[src/rtl/mdio_pkg.sv]
package mdio_pkg;

  typedef enum logic [2:0] {
    S_IDLE, S_TX, S_TA, S_RX, S_DRAIN, S_TAIL, S_DONE
  } mdio_state_e;

  localparam logic [1:0] ST_C45      = 2'b00;
  localparam logic [1:0] ST_C22      = 2'b01;
  localparam logic [1:0] OP_C45_ADDR = 2'b00;
  localparam logic [1:0] OP_C45_WR   = 2'b01;
  localparam logic [1:0] OP_C45_RD   = 2'b11;
  localparam logic [1:0] OP_C22_WR   = 2'b01;
  localparam logic [1:0] OP_C22_RD   = 2'b10;

  localparam int FRAME_W  = 64;
  localparam int RD_HDR_W = 46;  // preamble + start + op + port + dev
  localparam int DATA_W   = 16;
  localparam int DRAIN_W  = 32;

  function automatic logic [FRAME_W-1:0] mk_frame(input logic c45, input logic [1:0] op,
                                                  input logic [4:0] phy, input logic [4:0] dev,
                                                  input logic [15:0] pay);
    return {32'hFFFF_FFFF, (c45 ? ST_C45 : ST_C22), op, phy, dev, 2'b10, pay};
  endfunction

endpackage

[src/rtl/mdio_mdc_gen.sv]
module mdio_mdc_gen #(
  parameter int HALF_DIV   = 16,
  parameter int SAMPLE_DLY = 15
) (
  input  logic clk_i,
  input  logic rst_ni,
  input  logic run_i,
  output logic mdc_o,
  output logic sample_o,
  output logic bit_end_o
);
  localparam int PER = 2 * HALF_DIV;
  localparam int CW  = (PER > 2) ? $clog2(PER) : 1;
  localparam logic [CW-1:0] RISE_AT = CW'(HALF_DIV - 1);
  localparam logic [CW-1:0] LAST    = CW'(PER - 1);
  localparam logic [CW-1:0] SMP_AT  = CW'(HALF_DIV + SAMPLE_DLY);

  logic [CW-1:0] cnt_q;
  logic          mdc_q;

  always_ff @(posedge clk_i or negedge rst_ni) begin
    if (!rst_ni) begin
      cnt_q <= '0;
      mdc_q <= 1'b0;
    end else if (!run_i) begin
      cnt_q <= '0;
      mdc_q <= 1'b0;
    end else begin
      cnt_q <= (cnt_q == LAST) ? '0 : cnt_q + 1'b1;
      if (cnt_q == RISE_AT)   mdc_q <= 1'b1;
      else if (cnt_q == LAST) mdc_q <= 1'b0;
    end
  end

  assign mdc_o     = mdc_q;
  assign sample_o  = run_i && (cnt_q == SMP_AT);
  assign bit_end_o = run_i && (cnt_q == LAST);

endmodule

[src/rtl/mdio_frame_seq.sv]
module mdio_frame_seq
  import mdio_pkg::*;
(
  input  logic        clk_i,
  input  logic        rst_ni,
  input  logic        req_i,
  input  logic        wr_i,
  input  logic        c45_i,
  input  logic [4:0]  phy_i,
  input  logic [4:0]  dev_i,
  input  logic [15:0] addr_i,
  input  logic [15:0] wdata_i,
  input  logic        sample_i,
  input  logic        bit_end_i,
  input  logic        mdio_i,
  output logic        run_o,
  output logic        mdio_o,
  output logic        mdio_oe_o,
  output logic [15:0] rdata_o,
  output logic        err_o,
  output logic        done_o
);
  localparam logic [5:0] TX_LAST_RD = 6'(RD_HDR_W - 1);
  localparam logic [5:0] TX_LAST_WR = 6'(FRAME_W - 1);
  localparam logic [5:0] RX_LAST    = 6'(DATA_W - 1);
  localparam logic [5:0] DRAIN_LAST = 6'(DRAIN_W - 1);

  mdio_state_e        state_q;
  logic [5:0]         bit_q;
  logic [FRAME_W-1:0] tx_q;
  logic [15:0]        rx_q, rdata_q;
  logic               wr_q, c45_q, second_q, ta_bad_q, err_q;
  logic [4:0]         phy_q, dev_q;
  logic [15:0]        wdata_q;
  logic               ta_eff;
  logic [1:0]         data_op;
  logic [5:0]         tx_last;

  assign data_op = c45_q ? (wr_q ? OP_C45_WR : OP_C45_RD) : (wr_q ? OP_C22_WR : OP_C22_RD);
  assign tx_last = (!wr_q && second_q) ? TX_LAST_RD : TX_LAST_WR;
  // sample and bit end may coincide when SAMPLE_DLY = HALF_DIV-1
  assign ta_eff  = (sample_i && bit_q == 6'd1) ? mdio_i : ta_bad_q;

  always_ff @(posedge clk_i or negedge rst_ni) begin
    if (!rst_ni) begin
      state_q  <= S_IDLE;
      bit_q    <= '0;
      tx_q     <= '1;
      rx_q     <= '0;
      rdata_q  <= '0;
      wr_q     <= 1'b0;
      c45_q    <= 1'b0;
      second_q <= 1'b0;
      ta_bad_q <= 1'b0;
      err_q    <= 1'b0;
      phy_q    <= '0;
      dev_q    <= '0;
      wdata_q  <= '0;
    end else begin
      unique case (state_q)
        S_IDLE: if (req_i) begin
          wr_q     <= wr_i;
          c45_q    <= c45_i;
          phy_q    <= phy_i;
          dev_q    <= dev_i;
          wdata_q  <= wdata_i;
          second_q <= !c45_i;
          bit_q    <= '0;
          tx_q     <= c45_i ? mk_frame(1'b1, OP_C45_ADDR, phy_i, dev_i, addr_i)
                            : mk_frame(1'b0, wr_i ? OP_C22_WR : OP_C22_RD, phy_i, dev_i, wdata_i);
          state_q  <= S_TX;
        end
        S_TX: if (bit_end_i) begin
          tx_q <= {tx_q[FRAME_W-2:0], 1'b1};
          if (bit_q == tx_last) begin
            bit_q   <= '0;
            state_q <= (!wr_q && second_q) ? S_TA : S_TAIL;
          end else begin
            bit_q <= bit_q + 1'b1;
          end
        end
        S_TA: begin
          if (sample_i && bit_q == 6'd1) ta_bad_q <= mdio_i;
          if (bit_end_i) begin
            if (bit_q == 6'd1) begin
              bit_q   <= '0;
              state_q <= ta_eff ? S_DRAIN : S_RX;
            end else begin
              bit_q <= bit_q + 1'b1;
            end
          end
        end
        S_RX: begin
          if (sample_i) rx_q <= {rx_q[14:0], mdio_i};
          if (bit_end_i) begin
            if (bit_q == RX_LAST) begin
              bit_q   <= '0;
              state_q <= S_TAIL;
            end else begin
              bit_q <= bit_q + 1'b1;
            end
          end
        end
        S_DRAIN: if (bit_end_i) begin
          if (bit_q == DRAIN_LAST) begin
            bit_q   <= '0;
            rdata_q <= 16'hFFFF;
            err_q   <= 1'b1;
            state_q <= S_DONE;
          end else begin
            bit_q <= bit_q + 1'b1;
          end
        end
        S_TAIL: if (bit_end_i) begin
          if (!second_q) begin
            second_q <= 1'b1;
            tx_q     <= mk_frame(1'b1, data_op, phy_q, dev_q, wdata_q);
            state_q  <= S_TX;
          end else begin
            if (!wr_q) rdata_q <= rx_q;
            err_q   <= 1'b0;
            state_q <= S_DONE;
          end
        end
        S_DONE: state_q <= S_IDLE;
        default: state_q <= S_IDLE;
      endcase
    end
  end

  assign run_o     = (state_q != S_IDLE) && (state_q != S_DONE);
  assign mdio_o    = tx_q[FRAME_W-1];
  assign mdio_oe_o = (state_q == S_TX);
  assign rdata_o   = rdata_q;
  assign err_o     = err_q;
  assign done_o    = (state_q == S_DONE);

endmodule

[src/rtl/mdio_master.sv]
module mdio_master #(
  parameter int HALF_DIV   = 16,  // 640 ns MDC period at 50 MHz
  parameter int SAMPLE_DLY = 15   // must stay below HALF_DIV
) (
  input  logic        clk_i,
  input  logic        rst_ni,
  input  logic        req_i,
  input  logic        wr_i,
  input  logic        c45_i,
  input  logic [4:0]  phy_i,
  input  logic [4:0]  dev_i,
  input  logic [15:0] addr_i,
  input  logic [15:0] wdata_i,
  output logic [15:0] rdata_o,
  output logic        err_o,
  output logic        done_o,
  output logic        mdc_o,
  output logic        mdio_o,
  output logic        mdio_oe_o,
  input  logic        mdio_i
);
  logic run, sample, bit_end;

  mdio_mdc_gen #(.HALF_DIV(HALF_DIV), .SAMPLE_DLY(SAMPLE_DLY)) i_mdc_gen (
    .clk_i, .rst_ni, .run_i(run), .mdc_o, .sample_o(sample), .bit_end_o(bit_end)
  );

  mdio_frame_seq i_seq (
    .clk_i, .rst_ni, .req_i, .wr_i, .c45_i, .phy_i, .dev_i, .addr_i, .wdata_i,
    .sample_i(sample), .bit_end_i(bit_end), .mdio_i,
    .run_o(run), .mdio_o, .mdio_oe_o, .rdata_o, .err_o, .done_o
  );

endmodule

[config.mk]
export PLATFORM = sky130hd
export DESIGN_NAME = mdio_master
export DESIGN_NICKNAME = d
export VERILOG_FILES = /design/src/rtl/mdio_pkg.sv /design/src/rtl/mdio_mdc_gen.sv /design/src/rtl/mdio_frame_seq.sv /design/src/rtl/mdio_master.sv
export SDC_FILE = /design/constraint.sdc
export NUM_CORES = 1
export LEC_CHECK = 0
export BUFFER_PORTS_ARGS = -buffer_cell sky130_fd_sc_hd__clkbuf_2
export CORE_AREA = 2 2 110 112
export CTS_CLUSTER_SIZE = 30
export DETAILED_ROUTE_END_ITERATION = 6
export DIE_AREA = 0 0 112 114
export PLACE_DENSITY = 0.79
export SKIP_LAST_GASP = 1
export SLEW_MARGIN = 10
export SYNTH_ARGS = -nofsm -noshare
export SYNTH_HDL_FRONTEND = slang
export SYNTH_HIERARCHICAL = 1
export SYNTH_SLANG_ARGS = --single-unit
[constraint.sdc]
create_clock -name clk_i -period 3.9 [get_ports clk_i]
set_input_delay 0.585 -clock clk_i [delete_from_list [all_inputs] [get_ports clk_i]]
set_output_delay 0.585 -clock clk_i [all_outputs]
set_load 0.02 [all_outputs]
# Yosys cells after proc, flatten, opt, wreduce, memory -nomap -nowiden
# Cells that the tools add are included.
# totals
word_cells	119
ff_bits	142
input_bits	48
# classes
eq_ne	27
mux	55
n_addsub	2
n_reduce_logical	20
# ops
operator	n
64-bit two-way mux	4
64-bit case mux with 3 select lines	1
16-bit two-way mux	5
6-bit two-way mux	9
3-bit two-way mux	13
16-bit case mux with 2 select lines	1
31-bit two-way mux	1
6-bit case mux with 5 select lines	1
2-bit by 1-bit inequality test with 1-bit output, second input constant	10
3-bit case mux with 6 select lines	1
5-bit two-way mux	3
6-bit AND reduction	2
1-bit two-way mux	10
10-bit AND reduction	1
5-bit AND reduction	2
3-bit equality test, second input constant	3
2-bit two-way mux	4
6-bit by 1-bit adder with 6-bit output, second input constant	1
3-bit by 2-bit equality test with 1-bit output, second input constant	2
6-bit by 1-bit equality test with 1-bit output, second input constant	1
6-bit by 4-bit equality test with 1-bit output, second input constant	1
6-bit by 5-bit equality test with 1-bit output, second input constant	1
6-bit equality test	1
2-bit inequality test, second input constant	3
14 further kinds	23

# Logic depth before layout (Yosys ltp)
# depth
word_depth	9
mapped_depth	13
mapped_depth_nobuf	9

# Hierarchy
# The synthesis kept the hierarchy.
# modules_own_cells
module	seq_area_each_um2	cells_each	instances	area_each_um2
mdio_frame_seq	3483.3	673	1	6432.4
mdio_mdc_gen	150.1	26	1	294.0

# Least setup slack after synthesis
# OpenSTA, ideal clock, no wires.
# synth_timing
path_kind	register -> register
from	register i_seq.state_q[2]
to	register i_seq.state_q[1]
slack_ns	1.032
setup_ns	0.128
t_arrival_ns	2.740
n_path_buf	4
stages_incl_launch_ff	12
cell_sequence	dfrtp_1 buf_2 buf_1 buf_1 xnor2_1 nand2b_1 and2_1 buf_4 nand3_1 mux2_2 or2_0 mux2_1
# synth_via
elab_chain_len	9
# synth_rtl
item	line	rtl
start: declaration	mdio_frame_seq.sv:28	mdio_state_e state_q;
start signal: assignment	mdio_frame_seq.sv:77	state_q <= (!wr_q && second_q) ? S_TA : S_TAIL;
start signal: assignment	mdio_frame_seq.sv:87	state_q <= ta_eff ? S_DRAIN : S_RX;
3-bit inequality test / 3-bit nonzero test (equally long branches)	mdio_frame_seq.sv:131	assign run_o = (state_q != S_IDLE) && (state_q != S_DONE);
1-bit logical AND (*)	mdio_frame_seq.sv:131	
via run	mdio_master.sv:22	logic run, sample, bit_end;
1-bit logical AND (*)	mdio_mdc_gen.sv:37	assign bit_end_o = run_i && (cnt_q == LAST);
via bit_end	mdio_master.sv:22	
1-bit logical AND	mdio_frame_seq.sv:42	assign ta_eff = (sample_i && bit_q == 6'd1) ? mdio_i : ta_bad_q;
1-bit two-way mux	-	
3-bit two-way mux	mdio_frame_seq.sv:87	
3-bit two-way mux	mdio_frame_seq.sv:85	if (bit_q == 6'd1) begin
3-bit two-way mux	mdio_frame_seq.sv:84	if (bit_end_i) begin
3-bit case mux with 6 select lines	mdio_frame_seq.sv:60	unique case (state_q)
# Mark *: on every way through the listed nets, which the timed path passes. The rest lies on a longest branch. The select of a mux whose other input is x is not followed.
# A chain may end at the register's enable or synchronous reset.

# Worst setup path after layout
# layout_timing
from	register i_seq.state_q[0]
to	output mdio_oe_o
# layout_via
elab_chain_len	1
# layout_rtl
item	line	rtl
3-bit by 1-bit equality test with 1-bit output	mdio_frame_seq.sv:133	assign mdio_oe_o = (state_q == S_TX);
end: declaration	mdio_master.sv:19	output logic mdio_oe_o,
# No other way between the ends.

==> results.rst <==
.. list-table::
   :header-rows: 1

   * - Metric
     - Value
   * - Power per unit of standard cell area
     - 794.6 nW/um^2
   * - Core region area
     - 11710 sq um
   * - Max-cap viol count
     - 0
   * - Class of the most critical setup path
     - flop to output port
   * - Compound-gate portion of the synthesized area
     - 12.83%
   * - Endpoint required time on the critical path
     - 3.31 ns
   * - Worst-case clock buffer depth
     - 2
   * - Wire length of the first global-routing pass
     - about 23000 um
   * - Synthesized instance count
     - 699
   * - Largest family of logic cells by synthesized area
     - simple AND/OR/NAND/NOR gates
   * - Startpoint class of the critical path
     - flop
   * - Syn Nets
     - between 700 and 800
   * - Count of flip-flops with a built-in enable after synthesis
     - 0
   * - CTS Sinks
     - between 100 and 150
   * - Antenna violations before repair
     - 0
   * - Post-synth top flop
     - sky130_fd_sc_hd__dfrtp_1
   * - Met1 routed wirelength after detailed routing
     - 5883 um
   * - Total of buffers placed on input and output ports
     - 68
   * - Final-layout setup total negative slack
     - 0 ns
   * - Depth of the CTS H-tree
     - 4
   * - Worst setup skew after layout
     - 0.008116 ns
   * - Aggregate global routing overflow
     - 0
   * - Routed WL
     - 13740 um
   * - Number of DRC violations after detailed routing
     - 0
   * - Xor/xnor cell area share of the yosys netlist
     - 0.2604%
   * - Number of warnings printed during yosys synthesis
     - 6
   * - Antenna Nets Post-Route
     - 0
   * - Fraction of the mapped netlist area in adder cells
     - 0.9301%
   * - Buffer type at the clock tree root
     - sky130_fd_sc_hd__clkbuf_16
   * - Row count
     - 40
   * - Routability congestion estimate from global placement
     - 0.7670
   * - Die Height
     - 114 um
   * - Type of element capturing the critical path
     - output port
   * - Global-route usage over all layers
     - 22.74%
   * - Die extent in x
     - 112 um
   * - Worst Max-Slew Pin Slew
     - 1.002 ns
   * - Final number of hold-violating endpoints
     - 0
   * - Worst-Skew Late Latency
     - ~0.43 ns
   * - Post-layout nets
     - 801
   * - Synthesized area
     - 6726 sq um
   * - Final Worst Setup Slack
     - slightly above 1 ns
   * - Area growth from synthesis to final layout
     - 15.51%
   * - I/O pin count
     - 69
   * - Area of the die
     - 12770 sq um
   * - Clock tree from TritonCTS
     - built
   * - Result of the run
     - finished clean
   * - Post-synth ARST share
     - 100.0%
   * - Data arrival time of the critical path
     - 2.30 ns
   * - Final cell count without fillers
     - about 900
   * - Yosys cell types
     - 54
   * - Worst ir drop on vdd
     - between 0.0005 and 0.0006 V
   * - Met2 WL
     - 6855 um
   * - Clock period minus final worst setup slack
     - about 2.9 ns
   * - Vias in the first global route
     - 5065
   * - Initial detailed-routing violation count
     - 363
   * - Initial Util
     - 57.44%
   * - Post-CTS Hold Buffers
     - 0
   * - Number of cells after detailed placement
     - approximately 880
   * - Placement Setup Slack
     - 1.174 ns
   * - TritonCTS buffer count
     - 17
   * - Fin. max-slew vios
     - 0
   * - Routed length per placed instance
     - 15.13 um
   * - Uppermost layer routed
     - met4
   * - Post-CTS Resized
     - 0
   * - Largest net degree at the start of global routing
     - 115
   * - Flop and latch count out of synthesis
     - ~140
   * - Largest fanout of any net on the critical path
     - 20
   * - Antenna cell count
     - 0
   * - Fraction of the mapped netlist area in simple logic gates
     - 18.12%
   * - Detailed route wirelength on metal3
     - about 760 um
   * - Reg clk slew, reported paths
     - roughly 0.060 ns
   * - DPL Wire Length
     - 8493 um
   * - RSZ-0062 raised after global routing
     - false
   * - Area taken by multi-input logic gates
     - 2878 sq um
   * - Leakage power figure
     - between 3 and 4 nW
   * - Finish-stage setup viols
     - 0
   * - Normalized max-slew margin
     - roughly 33%
   * - Mux cell area share after synthesis
     - 10.38%
   * - Mean area per synthesized cell
     - 9.623 sq um
   * - Fraction of layout cells with a size suffix above 1
     - 26.68%
   * - Top achievable clock speed
     - 346.2 MHz
   * - Number of vias per cell after detailed routing
     - roughly 5.6
   * - Filler instances
     - just over 900
   * - Final period util
     - between 70% and 80%
   * - Classification of the worst-slack hold path
     - primary input to asynchronous set/reset pin
   * - Post-CTS Setup Repair Bufs
     - 0
   * - DR vias
     - 5079
   * - Register cell area after layout
     - 3635 sq um
   * - Sequential share of the synthesized area
     - a little over half
   * - First-pass iteration count of the detailed router
     - 4
[registers in the layout, indices dropped and copies added (netlist names), 3 cells and up]
register	count
i_seq/rdata_o	16
i_seq/state_q	3
i_seq/tx_q	64
i_mdc_gen/cnt_q	5
i_seq/wdata_q	16
i_seq/dev_q	5
i_seq/phy_q	5
i_seq/bit_q	6
i_seq/rx_q	16
[cells by family after synthesis]
| kind of cell | after synthesis |
|---|---|
| AOI/OAI and AO/OA | 143 |
| adders and majority gates | 5 |
| and+or+nand+nor | 287 |
| DFF | 142 |
| buffers and inverters | 55 |
| muxes | 65 |
| xor gates and xnor gates | 2 |
[synth_stat cells, drive strengths merged (4+ instances only)]
cell / count / area, sq um
o22a: 16 / 140.1
clkbuf: 29 / 108.9
o31ai: 6 / 58.81
nor2: 67 / 259.0
ha: 5 / 62.56
dfrtp: 78 / 1952
o21ai: 81 / 405.4
mux2i: 27 / 270.3
nand2: 170 / 638.1
inv: 9 / 33.78
and2: 4 / 25.02
nor3: 12 / 65.06
nand3: 4 / 20.02
a211oi: 4 / 35.03
mux2: 38 / 427.9
a21oi: 23 / 115.1
dfstp: 64 / 1682
buf: 17 / 90.08
nor2b: 7 / 43.79
[worst paths after layout]
path                             startpoint          endpoint  slack [ns]  cells after the start
max reg2reg                i_seq/state_q[1]    i_seq/bit_q[4]        1.18                      8
max                        i_seq/state_q[0]         mdio_oe_o        1.01                      4
min reg2reg                  i_seq/tx_q[15]    i_seq/tx_q[15]        0.46                      2
min                                  rst_ni   i_mdc_gen/mdc_o        0.31                      1
min in group clk_i               wdata_i[7]  i_seq/wdata_q[7]        0.37                      3
max in group asynchronous            rst_ni  i_seq/rdata_o[9]        2.65                      2
[layer usage]
metal | GRT usage, % | up-vias
met5 | 0 | -
met4 | 8.049 | 0
met3 | 6.057 | 19
met2 | 39.15 | 133
met1 | 27.93 | 2451
li1 | - | 2476
[layout by cell type, fill, tap and decap left out, drive strengths merged, types with 2 or more instances in the layout]
cell	n
or4b	2
dfstp	64
nor3b	3
xnor2	2
clkbuf	90
ha	5
mux2	38
nand3	4
nor3	12
or3b	2
and3	3
nand2b	3
mux2i	27
dfrtp	78
a21oi	23
buf	9
or2	2
a211oi	4
nor2b	7
nand2	170
o22a	16
o21ai	81
nand4	2
o311ai	3
clkinv	6
bufinv	3
and2	4
o31ai	6
or3	2
inv	9
nor2	67
[metrics by stage]
step	hold WS, ns	total power [mW]	area (sq um)	utilization (%)
after floorplan	0.2894	4.021	6726	-
after global placement	0.4470	4.361	7149	61.05
after detailed placement	0.4547	4.491	7149	61.05
after CTS	0.3425	6.218	7770	66.35
after global routing	0.3664	6.599	7770	66.35
final	0.3141	6.174	7770	66.35
[critical path, stage by stage, from the launching register on]
cell	delay (ns)
sky130_fd_sc_hd__dfrtp_1	0.66
sky130_fd_sc_hd__nor2b_1	0.65
sky130_fd_sc_hd__nand2_1	0.15
sky130_fd_sc_hd__inv_1	0.20
sky130_fd_sc_hd__clkbuf_2	0.21
[power by group]
group,internal [mW],total [mW],switching (mW)
Sequential,2.21,2.55,0.337
Combinational,0.763,1.94,1.18
Clock,1.08,1.68,0.608
Total,4.05,6.17,2.12
[final cells by class]
| type | instances | share of cell area (%) |
|---|---|---|
| inverters | 9 | 0.4348 |
| clock inverters | 9 | 1.691 |
| flip-flops and latches | 142 | 46.78 |
| repair buffers | 76 | 5.395 |
| multi-input cells | 502 | 37.04 |
| clock buffers | 23 | 6.296 |
| well taps | 147 | 2.367 |
Note: power is estimated with default switching activity, not from simulation.
